**config.mk**
```make
export PLATFORM = sky130hd
export DESIGN_NAME = gpio_edge_irq
export DESIGN_NICKNAME = d
export VERILOG_FILES = /design/src/rtl/gpio_edge_pkg.sv /design/src/rtl/gpio_pin_sync.sv /design/src/rtl/gpio_edge_regs.sv /design/src/rtl/gpio_irq_route.sv /design/src/rtl/gpio_edge_irq.sv
export SDC_FILE = /design/constraint.sdc
export NUM_CORES = 1
export LEC_CHECK = 0
export BUFFER_PORTS_ARGS = -buffer_cell sky130_fd_sc_hd__buf_4
export CORE_AREA = 2 2 129 131
export CTS_CLUSTER_DIAMETER = 80
export DETAILED_ROUTE_END_ITERATION = 16
export DIE_AREA = 0 0 131 133
export SYNTH_ARGS = -nofsm -noshare
export SYNTH_HDL_FRONTEND = slang
export SYNTH_HIERARCHICAL = 1
export SYNTH_SLANG_ARGS = --single-unit
```
**constraint.sdc**
```tcl
create_clock -name clk -period 1.4 [get_ports clk]
set_input_delay 0.07 -clock clk [delete_from_list [all_inputs] [get_ports clk]]
set_output_delay 0.07 -clock clk [all_outputs]
set_load 0.02 [all_outputs]
```
**src/rtl/gpio_edge_pkg.sv**
```systemverilog
package gpio_edge_pkg;
    localparam int unsigned DEF_PINS     = 28;
    localparam int unsigned DEF_LOW_PINS = 11;

    typedef enum logic [1:0] {
        SEL_LEVEL   = 2'd0,
        SEL_RISE_EN = 2'd1,
        SEL_FALL_EN = 2'd2,
        SEL_EVENT   = 2'd3
    } reg_sel_e;
endpackage

```
**src/rtl/gpio_pin_sync.sv**
```systemverilog
module gpio_pin_sync #(
    parameter int unsigned W = 28
) (
    input  logic         clk,
    input  logic         rst_n,
    input  logic [W-1:0] pin_in,
    output logic [W-1:0] level,
    output logic [W-1:0] rise_ev,
    output logic [W-1:0] fall_ev
);
    logic [W-1:0] stage1;
    logic [W-1:0] stage2;
    logic [W-1:0] last;

    always_ff @(posedge clk) begin
        if (!rst_n) begin
            stage1 <= '0;
            stage2 <= '0;
            last   <= '0;
        end else begin
            stage1 <= pin_in;
            stage2 <= stage1;
            last   <= stage2;
        end
    end

    for (genvar i = 0; i < int'(W); i++) begin : g_edge
        assign rise_ev[i] =  stage2[i] & ~last[i];
        assign fall_ev[i] = ~stage2[i] &  last[i];
    end

    assign level = stage2;

    // warm-up counter so the latency check only looks at post-reset samples
    logic [1:0] warm;
    always_ff @(posedge clk) begin
        if (!rst_n)               warm <= 2'd0;
        else if (warm != 2'd2)    warm <= warm + 2'd1;
    end

    p_sync_latency_r2: assert property (@(posedge clk) disable iff (!rst_n)
        (warm == 2'd2) |-> (level == $past(pin_in, 2)))
        else $error("R2: level does not match pins two edges back");
endmodule

```
**src/rtl/gpio_edge_regs.sv**
```systemverilog
module gpio_edge_regs
    import gpio_edge_pkg::*;
#(
    parameter int unsigned W = 28
) (
    input  logic         clk,
    input  logic         rst_n,
    input  logic         wr_en,
    input  reg_sel_e     wr_sel,
    input  logic [W-1:0] wr_data,
    input  logic [W-1:0] rise_ev,
    input  logic [W-1:0] fall_ev,
    output logic [W-1:0] rise_en,
    output logic [W-1:0] fall_en,
    output logic [W-1:0] status
);
    logic [W-1:0] hit;
    logic [W-1:0] clr;
    logic [W-1:0] keep;

    assign hit  = (rise_ev & rise_en) | (fall_ev & fall_en);
    assign clr  = (wr_en && wr_sel == SEL_EVENT) ? wr_data : '0;
    assign keep = status & ~clr;

    always_ff @(posedge clk) begin
        if (!rst_n) begin
            rise_en <= '0;
            fall_en <= '0;
            status  <= '0;
        end else begin
            if (wr_en && wr_sel == SEL_RISE_EN) rise_en <= wr_data;
            if (wr_en && wr_sel == SEL_FALL_EN) fall_en <= wr_data;
            status <= keep | hit;
        end
    end

    p_sticky_r6: assert property (@(posedge clk) disable iff (!rst_n)
        1'b1 |=> ((status & $past(keep)) == $past(keep)))
        else $error("R6: uncleared event bit dropped");

    p_disarmed_r7: assert property (@(posedge clk) disable iff (!rst_n)
        1'b1 |=> ((status & ~$past(status) & ~$past(rise_en | fall_en)) == '0))
        else $error("R7: event recorded on a disarmed pin");

    p_edge_wins_r8: assert property (@(posedge clk) disable iff (!rst_n)
        (|(hit & clr)) |=> ((status & $past(hit & clr)) == $past(hit & clr)))
        else $error("R8: clear beat a simultaneous edge");
endmodule

```
**src/rtl/gpio_irq_route.sv**
```systemverilog
module gpio_irq_route #(
    parameter int unsigned W    = 28,
    parameter int unsigned NLOW = 11
) (
    input  logic [W-1:0]    status,
    output logic [NLOW-1:0] irq_low,
    output logic            irq_high
);
    localparam int unsigned NHIGH = W - NLOW;

    for (genvar i = 0; i < int'(NLOW); i++) begin : g_low
        assign irq_low[i] = status[i];
    end

    logic [NHIGH-1:0] upper;
    assign upper    = status[W-1:NLOW];
    assign irq_high = |upper;
endmodule

```
**src/rtl/gpio_edge_irq.sv**
```systemverilog
module gpio_edge_irq
    import gpio_edge_pkg::*;
#(
    parameter int unsigned W    = DEF_PINS,
    parameter int unsigned NLOW = DEF_LOW_PINS
) (
    input  logic            clk,
    input  logic            rst_n,
    input  logic [W-1:0]    pin_in,
    input  logic            reg_wr,
    input  logic [1:0]      reg_addr,
    input  logic [W-1:0]    reg_wdata,
    output logic [W-1:0]    reg_rdata,
    output logic [NLOW-1:0] irq_low,
    output logic            irq_high
);
    reg_sel_e     sel;
    logic [W-1:0] level, rise_ev, fall_ev;
    logic [W-1:0] rise_en, fall_en, status;

    assign sel = reg_sel_e'(reg_addr);

    gpio_pin_sync #(.W(W)) u_sync (
        .clk     (clk),
        .rst_n   (rst_n),
        .pin_in  (pin_in),
        .level   (level),
        .rise_ev (rise_ev),
        .fall_ev (fall_ev)
    );

    gpio_edge_regs #(.W(W)) u_regs (
        .clk     (clk),
        .rst_n   (rst_n),
        .wr_en   (reg_wr),
        .wr_sel  (sel),
        .wr_data (reg_wdata),
        .rise_ev (rise_ev),
        .fall_ev (fall_ev),
        .rise_en (rise_en),
        .fall_en (fall_en),
        .status  (status)
    );

    gpio_irq_route #(.W(W), .NLOW(NLOW)) u_route (
        .status   (status),
        .irq_low  (irq_low),
        .irq_high (irq_high)
    );

    always_comb begin
        unique case (sel)
            SEL_LEVEL:   reg_rdata = level;
            SEL_RISE_EN: reg_rdata = rise_en;
            SEL_FALL_EN: reg_rdata = fall_en;
            SEL_EVENT:   reg_rdata = status;
            default:     reg_rdata = '0;
        endcase
    end

    p_low_lines_r9: assert property (@(posedge clk) disable iff (!rst_n)
        (sel == SEL_EVENT) |-> (reg_rdata[NLOW-1:0] == irq_low))
        else $error("R9: dedicated line disagrees with event bit");

    p_shared_line_r10: assert property (@(posedge clk) disable iff (!rst_n)
        (sel == SEL_EVENT) |-> ((|reg_rdata[W-1:NLOW]) == irq_high))
        else $error("R10: shared line disagrees with upper event bits");
endmodule

```
## Yosys cells after proc, flatten, opt, wreduce, memory -nomap -nowiden

Cells that the tools add are included.

- Bits in registers: 168
- Bits in latches: 0
- Memory bits (writable): 0
- Memory bits (read-only): 0
- Input bits: 61
- Output and inout port bits: 40
- Logic and storage cells: 134
- Memories kept: 0

- Add/sub/neg operators: 0
- $mul: 0
- Div/mod/pow operators: 0
- $lt $le $gt $ge: 0
- Equality and inequality tests: 3
- Shift-type cells: 0
- Multiplexer cells: 2
- Bitwise logic cells: 118
- Reduce and logical (&&, ||, !) cells: 5

Operators by type and width:

| operator | count |
|---|---|
| 28-bit case mux with 4 select lines | 1 |
| 28-bit AND | 3 |
| 1-bit AND | 56 |
| 1-bit NOT | 56 |
| 28-bit bitwise OR | 2 |
| 28-bit 2-to-1 mux | 1 |
| 28-bit NOT | 1 |
| 17-bit OR reduction | 1 |
| 2-bit == test, second input constant | 2 |
| 1-bit logical AND | 3 |
| 2-bit by 1-bit == test with 1-bit output, second input constant | 1 |
| 2-bit logical NOT | 1 |

## Longest topological paths before layout

- Word-level depth: 6
- Depth in mapped cells: 5

## Modules after synthesis

Netlist, hierarchy kept.

Modules (own cells, without submodules):

| module | times used | cells an instance | area each (um^2) | seq. area each (um^2) |
|---|---|---|---|---|
| gpio_edge_regs | 1 | 369 | 3544.6 | 1681.6 |
| gpio_pin_sync | 1 | 233 | 2646.3 | 1681.6 |
| gpio_edge_irq | 1 | 34 | 726.9 | 0.0 |
| gpio_irq_route | 1 | 17 | 118.9 | 0.0 |

## Worst setup path after synthesis

No wires, ideal clock.

- Path kind: register to output
- From: register u_regs.status[21]
- To: output irq_high
- Data arrival time: 1.168 ns
- Required time: 1.330 ns
- Path slack: 0.162 ns
- Cell stages (with the launch flop): 4
- Cells stage by stage: dfxtp_1 -> nor4_1 -> nand4_1 -> or4_1

- Word-level cells in the longest chain between the ends: 1

RTL lines:

| element | line | source |
|---|---|---|
| from (decl) | gpio_edge_regs.sv:15 | `output logic [W-1:0] status` |
| from (signal assigned) | gpio_edge_regs.sv:33 | `status <= keep \| hit;` |
| 17-bit OR reduction | gpio_irq_route.sv:17 | `assign irq_high = \|upper;` |
| to (decl) | gpio_edge_irq.sv:15 | `output logic irq_high` |

No other way between the ends.

## Final worst setup path

- From: register u_regs.status[15]
- To: output irq_high

The elaborated chain is that of the path after synthesis.

==> results.sh <==
export IMPL_status="finished with violations"
export IMPL_failed_checks="negative setup slack"
export IMPL_numCtsBuffers=17
export IMPL_crit_arrival_ns=1.89
export IMPL_switching_share_pct=22.1
export IMPL_min_from="rst_n"
export IMPL_synth_nets=714
export IMPL_required_ns=1.33
export IMPL_post_dp_hpwl_um=10300
export IMPL_drt_wl_total_um=16100
export IMPL_rows=47
export IMPL_timing_final_crit_share_pct=140
export IMPL_antenna_cells=0
export IMPL_tightest_slew_ns=0.382
export IMPL_wl_per_cell_um=15.2
export IMPL_drtIter0Drc=324
export IMPL_worstRegToRegCells=4
export IMPL_synth_area_per_cell_um2=10.8
export IMPL_p_per_area_nw_per_um2=1160
export IMPL_p_sw_mw=2.44
export IMPL_clkTransAtPathRegs_ns=0.06
export IMPL_hold_depth=3
export IMPL_die_height_um=133
export IMPL_r2r_setup_slack_ns=0.39
export IMPL_start_util_pct=43.5
export IMPL_clockRootBuffer="clkbuf_16"
export IMPL_finalCriticalPeriod_ns=1.96
export IMPL_worstPathMaxFanout=2
export IMPL_r2r_start="u_sync/level[18]"
export IMPL_holdCritPathClass="input port to flop"
export IMPL_reg2reg_to="u_regs/status[18]"
export IMPL_final_fill_count=1361
export IMPL_vias=5258
export IMPL_hold_viol_final=0
export IMPL_core_um2=16200
export IMPL_crit_family="simple AND/OR/NAND/NOR gates"
export IMPL_ant_nets=0
export IMPL_area_growth_pct=35.8
export IMPL_cp_end_kind="output pin"
export IMPL_grt_max_degree=69
export IMPL_fin_skew_ns=0.00545
export IMPL_clock_latency_ns=0.42
export IMPL_ir_worst_vdd_mv=0.958
export IMPL_critPathBufInv=2
export IMPL_port_buffers=100
export IMPL_maxSlewViolCount=0
export IMPL_via_per_inst=4.94
export IMPL_ys_warnings_count=6
export IMPL_cts_sinks=168
export IMPL_cap_violations=0
export IMPL_yosysSeqAreaShare_pct=47.8
export IMPL_htreeDepth=4
export IMPL_final_util_pct=59.1
export IMPL_cp_slowest_stage_delay_ns=0.47
export IMPL_antenna_found_initial=0
export IMPL_finalNetCount=892
export IMPL_worst_setup_path_start_kind="flop"
export IMPL_dp_slack_ns=-0.259
export IMPL_p_comb_share_pct=9.8
export IMPL_overflow=0
export IMPL_power_frac_seq_pct=45.5
export IMPL_syn_inst=653
export IMPL_ys_types=20
export IMPL_criticalPathCategory="flop to output pin"
export IMPL_gp_congestion=0.801
export IMPL_die_w_um=131
export IMPL_fin_ws_ns=-0.565
export IMPL_slowest_stage="or4_4"
export IMPL_grt_first_pass_wirelength_um=26200
export IMPL_fmax_mhz=509
export IMPL_die_area_um2=17400
export IMPL_max_slew_margin_rel_pct=74.5
export IMPL_ys_ff_latch=168
export IMPL_hold_end="u_regs/status[12]"
export IMPL_grt_pass1_vias=5410
export IMPL_route_detailed_drc=0
export IMPL_io_pin_count=101
export IMPL_setup_tns_ns=-3.16
export IMPL_synth_area_um2=7040
export IMPL_drtPass1Iterations=5
export IMPL_path_cells="nor4_4 -> buf_4 -> nand4_1 -> or4_4 -> buf_6"
export IMPL_drive_gt1_share_pct=33.4
export IMPL_cts_max_path_buffers=2
export IMPL_setup_viol=29
export IMPL_finalPower_mw=11.1
export IMPL_track_usage_pct=19.3
export IMPL_clkPwrFrac_pct=44.7
export IMPL_power_leakage_nw=4.23
export IMPL_rsz0062_at_grt="yes"
export IMPL_cts_tree="done"
export IMPL_internal_power_mw=8.63
synth_stat cells, drive strengths merged:
cell	number	area [um^2]
dfxtp	168	3360
nand2	112	420
and2	84	526
buf	56	470
mux2i	56	561
nor2b	56	350
a22oi	28	210
and4	28	245
mux4	28	661
o22ai	28	175
nor4	3	18.8
nand3b	2	15.0
inv	1	3.75
nand4	1	6.26
nor2	1	3.75
or4	1	7.51
power groups by stage:
stage	clock (mW)	combinational, mW	sequential, mW
2_1_floorplan	0	0.577	5.11
3_3_place_gp	0	0.865	5.13
3_5_place_dp	0	0.884	5.14
4_1_cts	5.06	1.09	5.04
5_1_grt	5.28	1.18	5.06
6_report	4.95	1.09	5.04
per-stage QoR:
stage	hold WS (ns)	area, um^2	std cells
2_1_floorplan	0.197	7040	653
3_3_place_gp	0.277	7920	946
3_5_place_dp	0.280	7920	946
4_1_cts	0.0143	9500	1060
5_1_grt	0.0412	9560	1064
6_report	0.0386	9560	1064
layout by cell type, fill, tap and decap left out, types with 2 or more instances in the layout:
master,n
a22oi_1,28
and2_1,84
and4_1,28
buf_12,9
buf_4,110
buf_6,40
bufinv_16,4
clkbuf_16,17
clkbuf_8,2
clkinv_2,4
clkinvlp_4,2
dfxtp_1,107
dfxtp_2,60
dlygate4sd3_1,56
mux2i_1,56
mux4_2,28
nand2_1,112
nand3b_1,2
nor2b_1,56
nor4_1,2
o22ai_1,28
how the worst max path moves through the flow:
stage | startpoint | end | slack, ns | cells after the start
3_3_place_gp | u_regs/status[12] | irq_high | -0.29 | 5
5_1_grt | u_regs/status[15] | irq_high | -0.68 | 5
2_1_floorplan | u_regs/status[21] | irq_high | 0.16 | 3
6_report | u_regs/status[15] | irq_high | -0.56 | 5
3_5_place_dp | u_regs/status[12] | irq_high | -0.26 | 5
4_1_cts | u_regs/status[15] | irq_high | -0.61 | 5
kinds of logic after synthesis:
group                  share of synthesized area [%]
AO/OA/AOI/OAI                                   5.48
buffers and inverters                           6.74
flip-flops                                      47.8
multiplexers                                    17.4
AND/OR/NAND/NOR                                 22.6
area by class of cell:
cell class	instances	area [um^2]	share of cell area [%]
sequential	168	3440	36.0
timing repair buffer	215	2020	21.1
tap	220	275	2.88
multi-input combinational	428	3190	33.4
inverter	1	3.75	0.0393
clock inverter	12	173	1.81
clock buffer	20	457	4.78
state kept, by name, summed over array words and instances, names as in the netlist:
name / count
u_sync/last: 28
u_regs/rise_en: 28
u_sync/stage1: 28
u_regs/status: 28
u_sync/level: 28
u_regs/fall_en: 28
worst min-delay path: cells and delay by family:
kind                   cells  cell delay (ns)
AND/OR/NAND/NOR            1             0.09
buffers and inverters      1             0.19
AO/OA/AOI/OAI              1             0.06
timing repair:
item	4_1_cts	5_1_grt
pin swaps	1	0
setup buffers	29	5
hold buffers	56	0
endpoints found under the setup margin	29	29
hold endpoints to repair	103	0
gates resized for setup	103	11
metal layers:
layer / vias up / track usage [%] / routed length, um
met4: 0 / 5.38 / 178
met1: 2509 / 24.3 / 7290
met3: 13 / 5.22 / 745
met2: 119 / 32.3 / 7920
li1: 2617 / - / -
met5: - / 0 / 0
Power figures use the tool's default switching activity.
